**src/rtl/exc_esc_pkg.sv**
```systemverilog
package exc_esc_pkg;
  typedef enum logic [2:0] {
    TRK_IDLE, TRK_BENIGN, TRK_SEG, TRK_PF, TRK_PF_AGAIN, TRK_DF
  } trk_state_t;

  typedef enum logic [1:0] {
    CLS_OTHER, CLS_SEG, CLS_PF, CLS_DF
  } exc_class_t;

  // Map a vector onto its escalation class.
  function automatic exc_class_t classify(input int unsigned vec,
                                          input int unsigned pf_vec,
                                          input int unsigned df_vec,
                                          input int unsigned seg_lo,
                                          input int unsigned seg_hi);
    if (vec == pf_vec)                     return CLS_PF;
    else if (vec == df_vec)                return CLS_DF;
    else if (vec >= seg_lo && vec <= seg_hi) return CLS_SEG;
    else                                   return CLS_OTHER;
  endfunction

  // Window opened when a vector is delivered.
  function automatic trk_state_t window_of(input exc_class_t c);
    case (c)
      CLS_SEG: return TRK_SEG;
      CLS_PF:  return TRK_PF;
      CLS_DF:  return TRK_DF;
      default: return TRK_BENIGN;
    endcase
  endfunction
endpackage

```
**src/rtl/exc_classifier.sv**
```systemverilog
module exc_classifier
  import exc_esc_pkg::*;
#(
  parameter int VEC_W  = 8,
  parameter int PF_VEC = 14,
  parameter int DF_VEC = 8,
  parameter int SEG_LO = 10,
  parameter int SEG_HI = 13
) (
  input  logic [VEC_W-1:0] vec,
  output exc_class_t       cls
);
  always_comb begin
    cls = classify(int'(vec), PF_VEC, DF_VEC, SEG_LO, SEG_HI);
  end
endmodule

```
**src/rtl/exc_escalation_fsm.sv**
```systemverilog
module exc_escalation_fsm
  import exc_esc_pkg::*;
(
  input  logic       clk,
  input  logic       rst_n,
  input  logic       exc_valid,
  input  exc_class_t cls,
  input  logic       entry_done,
  input  logic       halted,
  output trk_state_t state,
  output logic       pass_thru,
  output logic       esc_df,
  output logic       redo_pf,
  output logic       go_shut
);
  trk_state_t state_nx;

  always_comb begin
    state_nx  = state;
    pass_thru = 1'b0;
    esc_df    = 1'b0;
    redo_pf   = 1'b0;
    go_shut   = 1'b0;
    if (!halted) begin
      if (exc_valid) begin
        case (state)
          TRK_IDLE, TRK_BENIGN: begin
            pass_thru = 1'b1;
            state_nx  = window_of(cls);
          end
          TRK_SEG: begin
            if (cls == CLS_PF) begin
              pass_thru = 1'b1;
              state_nx  = TRK_PF;
            end else begin
              esc_df   = 1'b1;
              state_nx = TRK_DF;
            end
          end
          TRK_PF: begin
            if (cls == CLS_PF) begin
              redo_pf  = 1'b1;
              state_nx = TRK_PF_AGAIN;
            end else begin
              esc_df   = 1'b1;
              state_nx = TRK_DF;
            end
          end
          default: begin
            go_shut  = 1'b1;
            state_nx = TRK_IDLE;
          end
        endcase
      end else if (entry_done) begin
        state_nx = TRK_IDLE;
      end
    end
  end

  always_ff @(posedge clk or negedge rst_n) begin
    if (!rst_n) state <= TRK_IDLE;
    else        state <= state_nx;
  end
endmodule

```
**src/rtl/exc_delivery_reg.sv**
```systemverilog
module exc_delivery_reg #(
  parameter int VEC_W  = 8,
  parameter int PF_VEC = 14,
  parameter int DF_VEC = 8
) (
  input  logic             clk,
  input  logic             rst_n,
  input  logic [VEC_W-1:0] exc_vector,
  input  logic             pass_thru,
  input  logic             esc_df,
  input  logic             redo_pf,
  input  logic             go_shut,
  output logic             dlv_valid,
  output logic [VEC_W-1:0] dlv_vector,
  output logic             shutdown
);
  localparam logic [VEC_W-1:0] PF_CODE = VEC_W'(PF_VEC);
  localparam logic [VEC_W-1:0] DF_CODE = VEC_W'(DF_VEC);

  always_ff @(posedge clk or negedge rst_n) begin
    if (!rst_n) begin
      dlv_valid  <= 1'b0;
      dlv_vector <= '0;
      shutdown   <= 1'b0;
    end else begin
      dlv_valid <= pass_thru | esc_df | redo_pf;
      if (pass_thru)    dlv_vector <= exc_vector;
      else if (esc_df)  dlv_vector <= DF_CODE;
      else if (redo_pf) dlv_vector <= PF_CODE;
      if (go_shut) shutdown <= 1'b1;
    end
  end
endmodule

```
**src/rtl/exc_escalation_tracker.sv**
```systemverilog
module exc_escalation_tracker
  import exc_esc_pkg::*;
#(
  parameter int VEC_W  = 8,
  parameter int PF_VEC = 14,
  parameter int DF_VEC = 8,
  parameter int SEG_LO = 10,
  parameter int SEG_HI = 13
) (
  input  logic             clk,
  input  logic             rst_n,
  input  logic             exc_valid,
  input  logic [VEC_W-1:0] exc_vector,
  input  logic             entry_done,
  output logic             dlv_valid,
  output logic [VEC_W-1:0] dlv_vector,
  output logic             shutdown
);
  exc_class_t cls;
  trk_state_t state;
  logic pass_thru, esc_df, redo_pf, go_shut;

  exc_classifier #(.VEC_W(VEC_W), .PF_VEC(PF_VEC), .DF_VEC(DF_VEC),
                   .SEG_LO(SEG_LO), .SEG_HI(SEG_HI)) u_cls (
    .vec(exc_vector), .cls(cls));

  exc_escalation_fsm u_fsm (
    .clk(clk), .rst_n(rst_n), .exc_valid(exc_valid), .cls(cls),
    .entry_done(entry_done), .halted(shutdown), .state(state),
    .pass_thru(pass_thru), .esc_df(esc_df), .redo_pf(redo_pf),
    .go_shut(go_shut));

  exc_delivery_reg #(.VEC_W(VEC_W), .PF_VEC(PF_VEC), .DF_VEC(DF_VEC)) u_dlv (
    .clk(clk), .rst_n(rst_n), .exc_vector(exc_vector),
    .pass_thru(pass_thru), .esc_df(esc_df), .redo_pf(redo_pf),
    .go_shut(go_shut), .dlv_valid(dlv_valid), .dlv_vector(dlv_vector),
    .shutdown(shutdown));
endmodule

```
**config.mk**
```make
export PLATFORM = sky130hd
export DESIGN_NAME = exc_escalation_tracker
export DESIGN_NICKNAME = d
export VERILOG_FILES = /design/src/rtl/exc_esc_pkg.sv /design/src/rtl/exc_classifier.sv /design/src/rtl/exc_escalation_fsm.sv /design/src/rtl/exc_delivery_reg.sv /design/src/rtl/exc_escalation_tracker.sv
export SDC_FILE = /design/constraint.sdc
export NUM_CORES = 1
export LEC_CHECK = 0
export ABC_CLOCK_PERIOD_IN_PS = 1900
export BUFFER_PORTS_ARGS = -buffer_cell sky130_fd_sc_hd__buf_4
export CORE_UTILIZATION = 40
export CTS_CLUSTER_SIZE = 12
export DETAILED_ROUTE_END_ITERATION = 7
export PLACE_DENSITY = 0.66
export SLEW_MARGIN = 30
export SYNTH_ARGS = -nofsm -noshare
export SYNTH_HDL_FRONTEND = slang
export SYNTH_SLANG_ARGS = --single-unit
```
**constraint.sdc**
```tcl
create_clock -name clk -period 1.9 [get_ports clk]
set_input_delay 0.19 -clock clk [delete_from_list [all_inputs] [get_ports clk]]
set_output_delay 0.19 -clock clk [all_outputs]
set_load 0.005 [all_outputs]
```
==> results of run 1 <==
==> through the flow <==
| step | setup slack [ns] | total power [mW] | hold slack (ns) | TNS [ns] |
|---|---|---|---|---|
| finish | 0.141 | 0.966 | 0.142 | 0 |
| global route | 0.0797 | 1.03 | 0.130 | 0 |
| CTS | 0.120 | 0.979 | 0.132 | 0 |
| detailed placement | -0.180 | 0.807 | 0.0459 | -1.22 |
| global placement | -0.124 | 0.802 | 0.0451 | -0.861 |
| floorplan | 0.0197 | 0.618 | -0.106 | 0 |
==> power groups by stage <==
stage	clock network, mW	registers (mW)	logic (mW)
finish	0.166	0.443	0.356
global route	0.189	0.458	0.387
CTS	0.175	0.443	0.361
detailed placement	0	0.449	0.358
global placement	0	0.444	0.357
floorplan	0	0.449	0.168
==> layer usage <==
metal	wire [um]	GRT usage [%]
met3	60	4.31
met4	0	5.63
met1	656	23.5
met2	599	24.0
met5	0	0
==> cell families (layout without fill, tap and decap cells) <==
kind of cell	after synthesis	count (layout)
buffers and inverters	4	33
adder cells (fa/ha/maj)	3	3
AND/OR/NAND/NOR	15	15
flip-flops	13	13
AO/OA/AOI/OAI	24	24
==> repair_timing <==
| item | in CTS | in global routing |
|---|---|---|
| resized for setup | 0 | 1 |
| hold buffers | 1 | 0 |
| endpoints found under the hold margin | 13 | 0 |
| setup endpoints to repair | 0 | 4 |
==> flip-flops by register name (all words and copies together) (netlist names) <==
signal	flops
u_dlv.dlv_valid	1
u_dlv.dlv_vector	8
u_dlv.shutdown	1
u_fsm.state	3
==> final cells by class <==
| type | count | area share [%] |
|---|---|---|
| clock buffers | 4 | 2.98 |
| inverters | 3 | 1.28 |
| multi-input cells | 42 | 34.2 |
| flip-flops and latches | 13 | 36.9 |
| well taps | 16 | 2.27 |
| repair buffers | 26 | 22.4 |
==> cell usage after synthesis (all sizes together), types with 2 or more instances <==
| master | count |
|---|---|
| a211oi | 2 |
| inv | 3 |
| dfrtp | 13 |
| ha | 3 |
| nor2 | 4 |
| a21oi | 3 |
| o21ai | 2 |
| o31ai | 2 |
| a22o | 6 |
| a211o | 2 |
| nand2 | 5 |
==> how the worst max path moves through the flow <==
stage / start / to / slack (ns) / cells past startpoint
final: exc_vector[4] / u_dlv.dlv_vector[7] / 0.14 / 8
after global routing: exc_vector[4] / u_fsm.state[2] / 0.08 / 8
after CTS: exc_vector[4] / u_dlv.dlv_vector[3] / 0.12 / 8
after detailed placement: exc_vector[4] / u_dlv.dlv_vector[3] / -0.18 / 8
after global placement: exc_vector[4] / u_dlv.dlv_vector[4] / -0.12 / 8
after floorplan: exc_vector[5] / u_dlv.dlv_vector[3] / 0.02 / 6
==> out/qor.txt, run 1 <==
Sequential power share -> 45.9%
Worst Hold Depth -> 2
Max-cap viol count -> 0
Top Family by Delay on Critical Path -> simple AND/OR/NAND/NOR gates
Storage cell area -> 325 um^2
HP Class -> in2reg
Vias in the first global route -> 505
Area Overhead vs Synth -> 36.4%
DIE HEIGHT -> 42.2 um
Worst r2r path cells -> 4
Num rows -> 14
Peak VDD IR -> 0.000441 V
Switch share -> 29.9%
Netlist cell types -> 27
Final setup violation count -> 0
Layout Nets -> 104
Clk slew on worst S/H paths -> 0.07 ns
Max-slew violations -> 0
Worst-skew pair later-pin latency -> 0.27 ns
Crit end category -> register
Placed Cells incl. Taps -> 99
CTS tree -> yes
Crit path buf inv count -> 1
RD Place Congestion -> 0.840
Buffers on Ports -> 21
Longest Clk Path Bufs -> 2
Drt pass-1 iters -> 4
Simple logic cell fraction of the synthesized area -> 12.0%
Slew @ Worst Pin -> 0.313 ns
Yosys warnings -> 0
FF-to-FF setup slack -> 0.48 ns
FMAX -> 569 MHz
DR vias -> 541
Area share of the largest cell type after synthesis -> 50.3%
Hold_sp -> exc_vector[5]
Final core occ -> 58.6%
Post-DRT Antenna Nets -> 0
Ys flop type -> dfrtp_1
Outcome -> complete, no violations
Slowest stage delay, CP -> 0.45 ns
Post-Syn Area -> 647 um^2
Reg-to-Reg Start -> u_fsm.state[2]
Crit Path Class -> in2reg
Area of the multi-input gates -> 302 um^2
Worst-path cell chain -> buf_4 > nand2b_1 > or4_1 > a211o_1 > ha_1 > nor2b_2 > o21a_4 > a22o_1
Post-Synth XOR/XNOR Area -> 0%
Finished Layout Cells -> 104
Routed length per instance -> 12.7 um
Post-synthesis sequential area ratio -> 50.3%
Final instance area -> 882 um^2
Syn nets -> 74
Root buffer selected by CTS -> clkbuf_4
Grt total ovfl -> 0
Largest net degree at the start of global routing -> 14
Leading area contributor after synthesis -> dfrtp_1
Max_slew headroom -> 79.0%
Initial antenna violation count -> 0
Number of DRC markers in iteration 0 -> 12
Critical Path AT -> 1.92 ns
Layout cells sized above 1 -> 37.5%
RSZ-0062 raised after global routing -> false
Clock share of power -> 17.2%
Htree depth -> 1
Power Dens Cells -> 1090 mW/mm^2
Tcrit/Tclk final -> 92.6%
Hold Violations, Final -> 0
Postcts setup bufs -> 0
Commonest cells after routing, fill and taps aside -> 25 x buf_4, 13 x dfrtp_1, 6 x a22o_1, 5 x nand2_1, 4 x nor2_1
Psw -> 0.289 mW
Slowest cell on the critical path -> or4_1
Total GRT Usage -> 16.4%
Core box area -> 0.00151 mm^2
Ports -> 22
FILL cells -> 152
Die area -> 0.00178 mm^2
Clk sinks -> 13
Hold EP -> u_dlv.dlv_vector[5]
Worst Path Required -> 2.06 ns
Worst Skew -> 0.000842 ns
Compound-Gate Fraction of Synth Area -> 28.4%
Async set-reset flop share out of synthesis -> 100%
Ant diodes -> 0
Area post-placement -> 843 um^2
First-pass GRT wire length -> 2210 um
Residual DRC -> 0
CP Max Fanout -> 5
Post-Synth Adder-Cell Area -> 5.80%
Int Pwr -> 0.677 mW
DR vias/cell -> 5.20
Post-DP HPWL -> 1010 um
Largest family of logic cells by synthesized area -> compound AO/OA/AOI/OAI gates
Top post-synthesis cells by area -> dfrtp_1 50%, a22o_1 8.1%, ha_1 5.8%, nand2_1 2.9%, a211o_1 2.7%
Total wire length -> 1320 um
Initial cell density of the core -> 42.9%
Reg-to-reg critical path endpoint -> u_dlv.dlv_vector[3]
Avg Cell Area, Syn -> 11.0 um^2
Die W -> 42.2 um
Mapped Cells -> 59
Mux cell area share after synthesis -> 0%
FF+latch count, synth -> 13
Crit path time final -> 1.76 ns
Critical path startpoint category -> input port
P_leak -> 0.430 nW
Commonest non-fill, non-tap cell in the layout -> buf_4
EDFF count, synth -> 0
Logic pwr share -> 36.9%
Num CTS Buffers -> 3
Power figures use the tool's default switching activity.
==> run 2, diff against run 1 <==
--- a/config.mk
+++ b/config.mk
@@ -7,6 +7,7 @@
 export LEC_CHECK = 0
 export ABC_CLOCK_PERIOD_IN_PS = 1900
 export BUFFER_PORTS_ARGS = -buffer_cell sky130_fd_sc_hd__buf_4
+export CORE_MARGIN = 3
 export CORE_UTILIZATION = 40
 export CTS_CLUSTER_SIZE = 12
 export DETAILED_ROUTE_END_ITERATION = 7
==> out/qor.txt, run 2 (synthesis results as in run 1) <==
Htree depth -> 1
Die W -> 46.2 um
Critical Path AT -> 1.96 ns
Peak VDD IR -> 0.000701 V
CTS tree -> yes
Hold_sp -> exc_vector[5]
Final core occ -> 63.5%
Initial cell density of the core -> 46.2%
Num rows -> 13
Reg-to-Reg Start -> u_fsm.state[2]
Reg-to-reg critical path endpoint -> u_dlv.dlv_vector[3]
Number of DRC markers in iteration 0 -> 17
DIE HEIGHT -> 46.2 um
Power Dens Cells -> 1100 mW/mm^2
Layout Nets -> 105
P_leak -> 0.435 nW
Ant diodes -> 0
Hold Violations, Final -> 0
HP Class -> in2reg
Routed length per instance -> 13.5 um
Commonest cells after routing, fill and taps aside -> 26 x buf_4, 13 x dfrtp_1, 6 x a22o_1, 5 x nand2_1, 4 x nor2_1
Layout cells sized above 1 -> 38.2%
Max-cap viol count -> 0
Crit path time final -> 1.79 ns
Slowest cell on the critical path -> or4_1
Longest Clk Path Bufs -> 2
DR vias/cell -> 5.51
Placed Cells incl. Taps -> 99
Root buffer selected by CTS -> clkbuf_4
Worst r2r path cells -> 4
Max-slew violations -> 0
Area Overhead vs Synth -> 37.3%
Core box area -> 0.00140 mm^2
Storage cell area -> 325 um^2
Worst Hold Depth -> 2
Final setup violation count -> 0
Initial antenna violation count -> 0
Outcome -> complete, no violations
Post-DRT Antenna Nets -> 0
Grt total ovfl -> 0
Crit end category -> register
RD Place Congestion -> 0.771
Vias in the first global route -> 473
Top flop regs -> u_dlv.dlv_vector (8), u_fsm.state (3)
Worst-path cell chain -> buf_4 > nand2b_1 > or4_1 > a211o_1 > ha_1 > nor2b_2 > o21a_4 > a22o_1
Post-DP HPWL -> 1050 um
Worst Path Required -> 2.07 ns
Drt pass-1 iters -> 4
Largest net degree at the start of global routing -> 14
Max_slew headroom -> 80.2%
Total GRT Usage -> 15.5%
First-pass GRT wire length -> 2210 um
DR vias -> 573
Buffers on Ports -> 21
RSZ-0062 raised after global routing -> false
FF-to-FF setup slack -> 0.49 ns
Slew @ Worst Pin -> 0.296 ns
Clk slew on worst S/H paths -> 0.08 ns
FILL cells -> 124
Tcrit/Tclk final -> 94.1%
Largest register by flop count -> u_dlv.dlv_vector
Worst Skew -> 0.00349 ns
Clk sinks -> 13
Setup TNS -> 0 ns
FMAX -> 559 MHz
Crit Path Class -> in2reg
Postcts setup bufs -> 0
Ports -> 22
Setup crit start -> exc_vector[4]
Total chip power -> 0.976 mW
Max FFs per register -> 8
Die area -> 0.00214 mm^2
CP Max Fanout -> 5
Total wire length -> 1410 um
Residual DRC -> 0
Hold_ws -> 0.136 ns
Worst-skew pair later-pin latency -> 0.28 ns
Num CTS Buffers -> 3
Slowest stage delay, CP -> 0.45 ns
Hold EP -> u_dlv.dlv_vector[5]
Critical path startpoint category -> input port
Finished Layout Cells -> 104
Area of the multi-input gates -> 302 um^2
Commonest non-fill, non-tap cell in the layout -> buf_4
run 2: cell count changes in the layout (fill, tap and decap cells not counted), sizes merged:
| cell | previous run | this run |
|---|---|---|
| buf | 25 | 26 |
run 2: report_power, final:
group	switching (mW)	internal (mW)	total, mW
registers	0.0626	0.377	0.440
logic	0.144	0.220	0.363
clock network	0.0918	0.0814	0.173
total	0.298	0.678	0.976
run 2: layout make-up:
type | count | area share, %
clock buffer | 4 | 2.96
inverter | 3 | 1.27
tap | 15 | 2.11
multi-input combinational | 42 | 33.9
sequential | 13 | 36.6
timing repair buffer | 27 | 23.1
run 2: repair_timing:
item,in CTS,in global routing
hold buffers,1,0
endpoints found under the setup margin,0,8
hold endpoints to repair,13,0
gates resized for setup,0,1
run 2: worst max-delay path by stage:
stage	endpoint	slack, ns	cells after the start
floorplan	u_dlv.dlv_vector[3]	0.02	6
global placement	u_dlv.dlv_vector[3]	-0.13	8
detailed placement	u_dlv.dlv_vector[3]	-0.21	8
CTS	u_dlv.dlv_vector[3]	0.07	8
global route	u_dlv.dlv_vector[3]	0.01	8
finish	u_dlv.dlv_vector[6]	0.11	8
run 2: routing by layer:
layer,global-route usage (%),share of wire (%),up-vias
li1,-,-,278
met1,21.4,47,266
met2,21.2,42,25
met3,3.52,7.5,4
met4,10.2,2.9,0
met5,0,0,-
run 2: metrics by stage:
stage	cell area [um^2]	setup slack [ns]
2_1_floorplan	647	0.0197
3_3_place_gp	850	-0.133
3_5_place_dp	850	-0.206
4_1_cts	886	0.0745
5_1_grt	888	0.0119
6_report	888	0.113
run 2: critical path, delay by kind of cell:
kind                       cells  cell delay [ns]
buffers and inverters          1             0.11
adders and majority gates      1             0.22
and+or+nand+nor                3             0.76
AOI/OAI and AO/OA              3             0.66
==> run 3, diff against run 2 <==
--- a/config.mk
+++ b/config.mk
@@ -5,14 +5,15 @@
 export SDC_FILE = /design/constraint.sdc
 export NUM_CORES = 1
 export LEC_CHECK = 0
-export ABC_CLOCK_PERIOD_IN_PS = 1900
+export ABC_CLOCK_PERIOD_IN_PS = 1430
 export BUFFER_PORTS_ARGS = -buffer_cell sky130_fd_sc_hd__buf_4
 export CORE_MARGIN = 3
 export CORE_UTILIZATION = 40
 export CTS_CLUSTER_SIZE = 12
 export DETAILED_ROUTE_END_ITERATION = 7
-export PLACE_DENSITY = 0.66
+export PLACE_DENSITY = 0.67
 export SLEW_MARGIN = 30
 export SYNTH_ARGS = -nofsm -noshare
 export SYNTH_HDL_FRONTEND = slang
+export SYNTH_HIERARCHICAL = 1
 export SYNTH_SLANG_ARGS = --single-unit
==> constraint.sdc (replaced) <==
create_clock -name clk -period 1.43 [get_ports clk]
set_input_delay 0.143 -clock clk [delete_from_list [all_inputs] [get_ports clk]]
set_output_delay 0.143 -clock clk [all_outputs]
set_load 0.005 [all_outputs]
==> out/qor.txt, run 3 <==
Number of DRC markers in iteration 0 -> 12
CP Max Fanout -> 5
Residual DRC -> 0
GRT Max-Usage Layer -> met2
Root buffer selected by CTS -> clkbuf_4
Finished Layout Cells -> 127
Compound-Gate Fraction of Synth Area -> 17.7%
Post-synthesis sequential area ratio -> 45.9%
Layout cells sized above 1 -> 61.3%
Worst Path Required -> 1.58 ns
Buffers on Ports -> 21
Critical Path AT -> 2.00 ns
Outcome -> complete, but fails checks
DR vias -> 693
Crit end category -> register
Drt pass-1 iters -> 4
Top flop regs -> u_dlv/dlv_vector (8), u_fsm/state (3)
Worst-path cell chain -> buf_6 > or4b_4 > a2111oi_4 > inv_1 > ha_4 > nand2b_4 > a21oi_4 > buf_6 > or3_4
Max_slew headroom -> 80.6%
Slew @ Worst Pin -> 0.289 ns
Core box area -> 0.00158 mm^2
FILL cells -> 102
Slowest stage delay, CP -> 0.57 ns
Num CTS Buffers -> 3
GR Util met3 -> 3.38%
EDFF count, synth -> 0
Htree depth -> 1
Die W -> 48.1 um
Max-slew violations -> 0
DR vias/cell -> 5.46
Placed Cells incl. Taps -> 117
Total chip power -> 1.45 mW
Most common cell in the netlist -> dfrtp_1
Total GRT Usage -> 18.3%
Ys flop type -> dfrtp_1
Initial antenna violation count -> 0
Ports -> 22
Longest Clk Path Bufs -> 2
FF+latch count, synth -> 13
Crit path time final -> 1.85 ns
Commonest non-fill, non-tap cell in the layout -> buf_4
Post-DP HPWL -> 1290 um
Final instance area -> 0.00117 mm^2
Largest family of logic cells by synthesized area -> simple AND/OR/NAND/NOR gates
Mux cell area share after synthesis -> 0%
RD Place Congestion -> 0.827
Logic pwr share -> 44.6%
Vias in the first global route -> 638
FMAX -> 541 MHz
Max-cap viol count -> 0
Slowest cell on the critical path -> or4b_4
Commonest cells after routing, fill and taps aside -> 31 x buf_4, 13 x dfrtp_1, 6 x buf_6
Failing checks -> setup timing
Met2 usage -> 29.8%
Netlist cell types -> 26
Total wire length -> 1910 um
HP Class -> in2reg
Die area -> 0.00231 mm^2
Mapped Cells -> 70
Final setup violation count -> 12
Psw -> 0.454 mW
Crit Path Class -> in2reg
Clk sinks -> 13
Grt total ovfl -> 0
Routed length per instance -> 15.0 um
Area share of the largest cell type after synthesis -> 45.9%
Top post-synthesis cells by area -> dfrtp_1 46%, a22o_2 7.1%, ha_1 5.3%, nor2_1 4.8%, nor2b_1 4.4%
Async set-reset flop share out of synthesis -> 100%
Hold Violations, Final -> 0
Crit path buf inv count -> 3
Leading area contributor after synthesis -> dfrtp_1
First-pass GRT wire length -> 2880 um
Area Overhead vs Synth -> 65.9%
Clock share of power -> 15.6%
Largest net degree at the start of global routing -> 14
Switch share -> 31.2%
Worst Skew -> 0.000690 ns
P_leak -> 0.545 nW
Ant diodes -> 0
RSZ-0062 raised after global routing -> true
Area post-placement -> 0.00100 mm^2
Largest register by flop count -> u_dlv/dlv_vector
Worst setup margin -> -0.417 ns
Simple logic cell fraction of the synthesized area -> 26.0%
Yosys warnings -> 6
Post-Synth Adder-Cell Area -> 5.30%
Peak VDD IR -> 0.000885 V
Top Family by Delay on Critical Path -> simple AND/OR/NAND/NOR gates
Int Pwr -> 1.00 mW
Most frequent cells after synthesis -> 13 x dfrtp_1, 9 x nor2_1, 8 x nand2_1
Sequential power share -> 39.7%
Avg Cell Area, Syn -> 10.1 um^2
Power Dens Cells -> 1240 mW/mm^2
Critical path startpoint category -> input port
Cell repeated most along the worst path -> buf_6
Syn nets -> 85
CTS tree -> yes
DIE HEIGHT -> 48.1 um
Tcrit/Tclk final -> 129%
Worst-skew pair later-pin latency -> 0.27 ns
Max FFs per register -> 8
Post-Synth XOR/XNOR Area -> 1.24%
Num rows -> 14
Post-Syn Area -> 708 um^2
Clk slew on worst S/H paths -> 0.08 ns
Post-DRT Antenna Nets -> 0
GR Layer Usage met1 -> 23.3%
Layout Nets -> 127
Initial cell density of the core -> 44.9%
==> run 3: changes by cell type after synthesis, moves of 2 or more <==
cell / previous run / this run
nand2_1: 5 / 8
a22o_1: 6 / 0
a22o_2: 0 / 5
nor2b_1: 1 / 5
nor2_1: 4 / 9
a211o_1: 2 / 0
a211oi_1: 2 / 0
nor4_1: 0 / 2
==> run 3: area by class of cell <==
class                           instances  area [um^2]  share of cell area, %
Timing Repair Buffer                   38          310                   26.4
Sequential cell                        13          325                   27.7
Inverter                                3         11.3                  0.958
Clock buffer                            4         26.3                   2.24
Tap cell                               16         20.0                   1.70
Multi-Input combinational cell         53          482                   41.0
==> run 3: worst register-to-register path, delay by kind of cell, from the launching register on <==
family | cells | cell delay, ns
AND/OR/NAND/NOR | 4 | 0.77
AO/OA/AOI/OAI | 1 | 0.25
flip-flops | 1 | 0.42
==> run 3: final timing paths <==
kind,cells after the start,to,slack (ns),startpoint
max in group asynchronous,2,u_dlv/dlv_vector[0],1.03,rst_n
worst min-delay path,2,u_dlv/dlv_vector[7],0.1,exc_vector[7]
worst max-delay path,9,u_dlv/dlv_valid,-0.42,exc_vector[6]
worst min register to register,2,u_fsm/state[2],0.56,u_fsm/state[2]
min in group asynchronous,2,u_dlv/dlv_vector[7],0.25,rst_n
worst max register to register,5,u_dlv/dlv_vector[5],-0.11,u_fsm/state[2]
==> run 3: logic make-up after synthesis <==
logic type	count (synthesis)
xor+xnor	1
compound gates	15
buf+inv	5
fa+ha+maj	3
flops	13
simple gates	33
==> run 3: power groups by stage <==
stage	clock network, mW	logic, mW	registers (mW)
3_3_place_gp	0	0.553	0.574
6_report	0.227	0.649	0.578
3_5_place_dp	0	0.566	0.576
2_1_floorplan	0	0.265	0.572
4_1_cts	0.236	0.641	0.575
5_1_grt	0.261	0.701	0.592
==> run 3: stage by stage <==
step | hold slack [ns] | worst slack, ns | utilization [%] | setup TNS, ns
after floorplan | -0.153 | -0.460 | - | -4.52
after global placement | -0.00293 | -0.723 | 63.7 | -7.40
after detailed placement | -0.00170 | -0.788 | 63.7 | -7.92
after CTS | 0.0861 | -0.386 | 73.8 | -3.40
after global routing | 0.0782 | -0.446 | 74.5 | -4.10
final | 0.0951 | -0.417 | 74.5 | -3.82
==> run 3: repair_timing <==
action / 4_1_cts / 5_1_grt
setup endpoints to repair: 12 / 12
cloned: 1 / 0
buffers inserted: 6 / 0
hold buffers: 1 / 0
gates resized for setup: 19 / 3
hold endpoints to repair: 13 / 0
pin swaps: 12 / 6
==> run 3: layer usage <==
metal | routed length [um] | vias up | part of all wire, %
li1 | - | 331 | -
met1 | 849 | 341 | 44
met2 | 968 | 19 | 51
met3 | 75 | 2 | 3.9
met4 | 14 | 0 | 0.73
met5 | 0 | - | 0
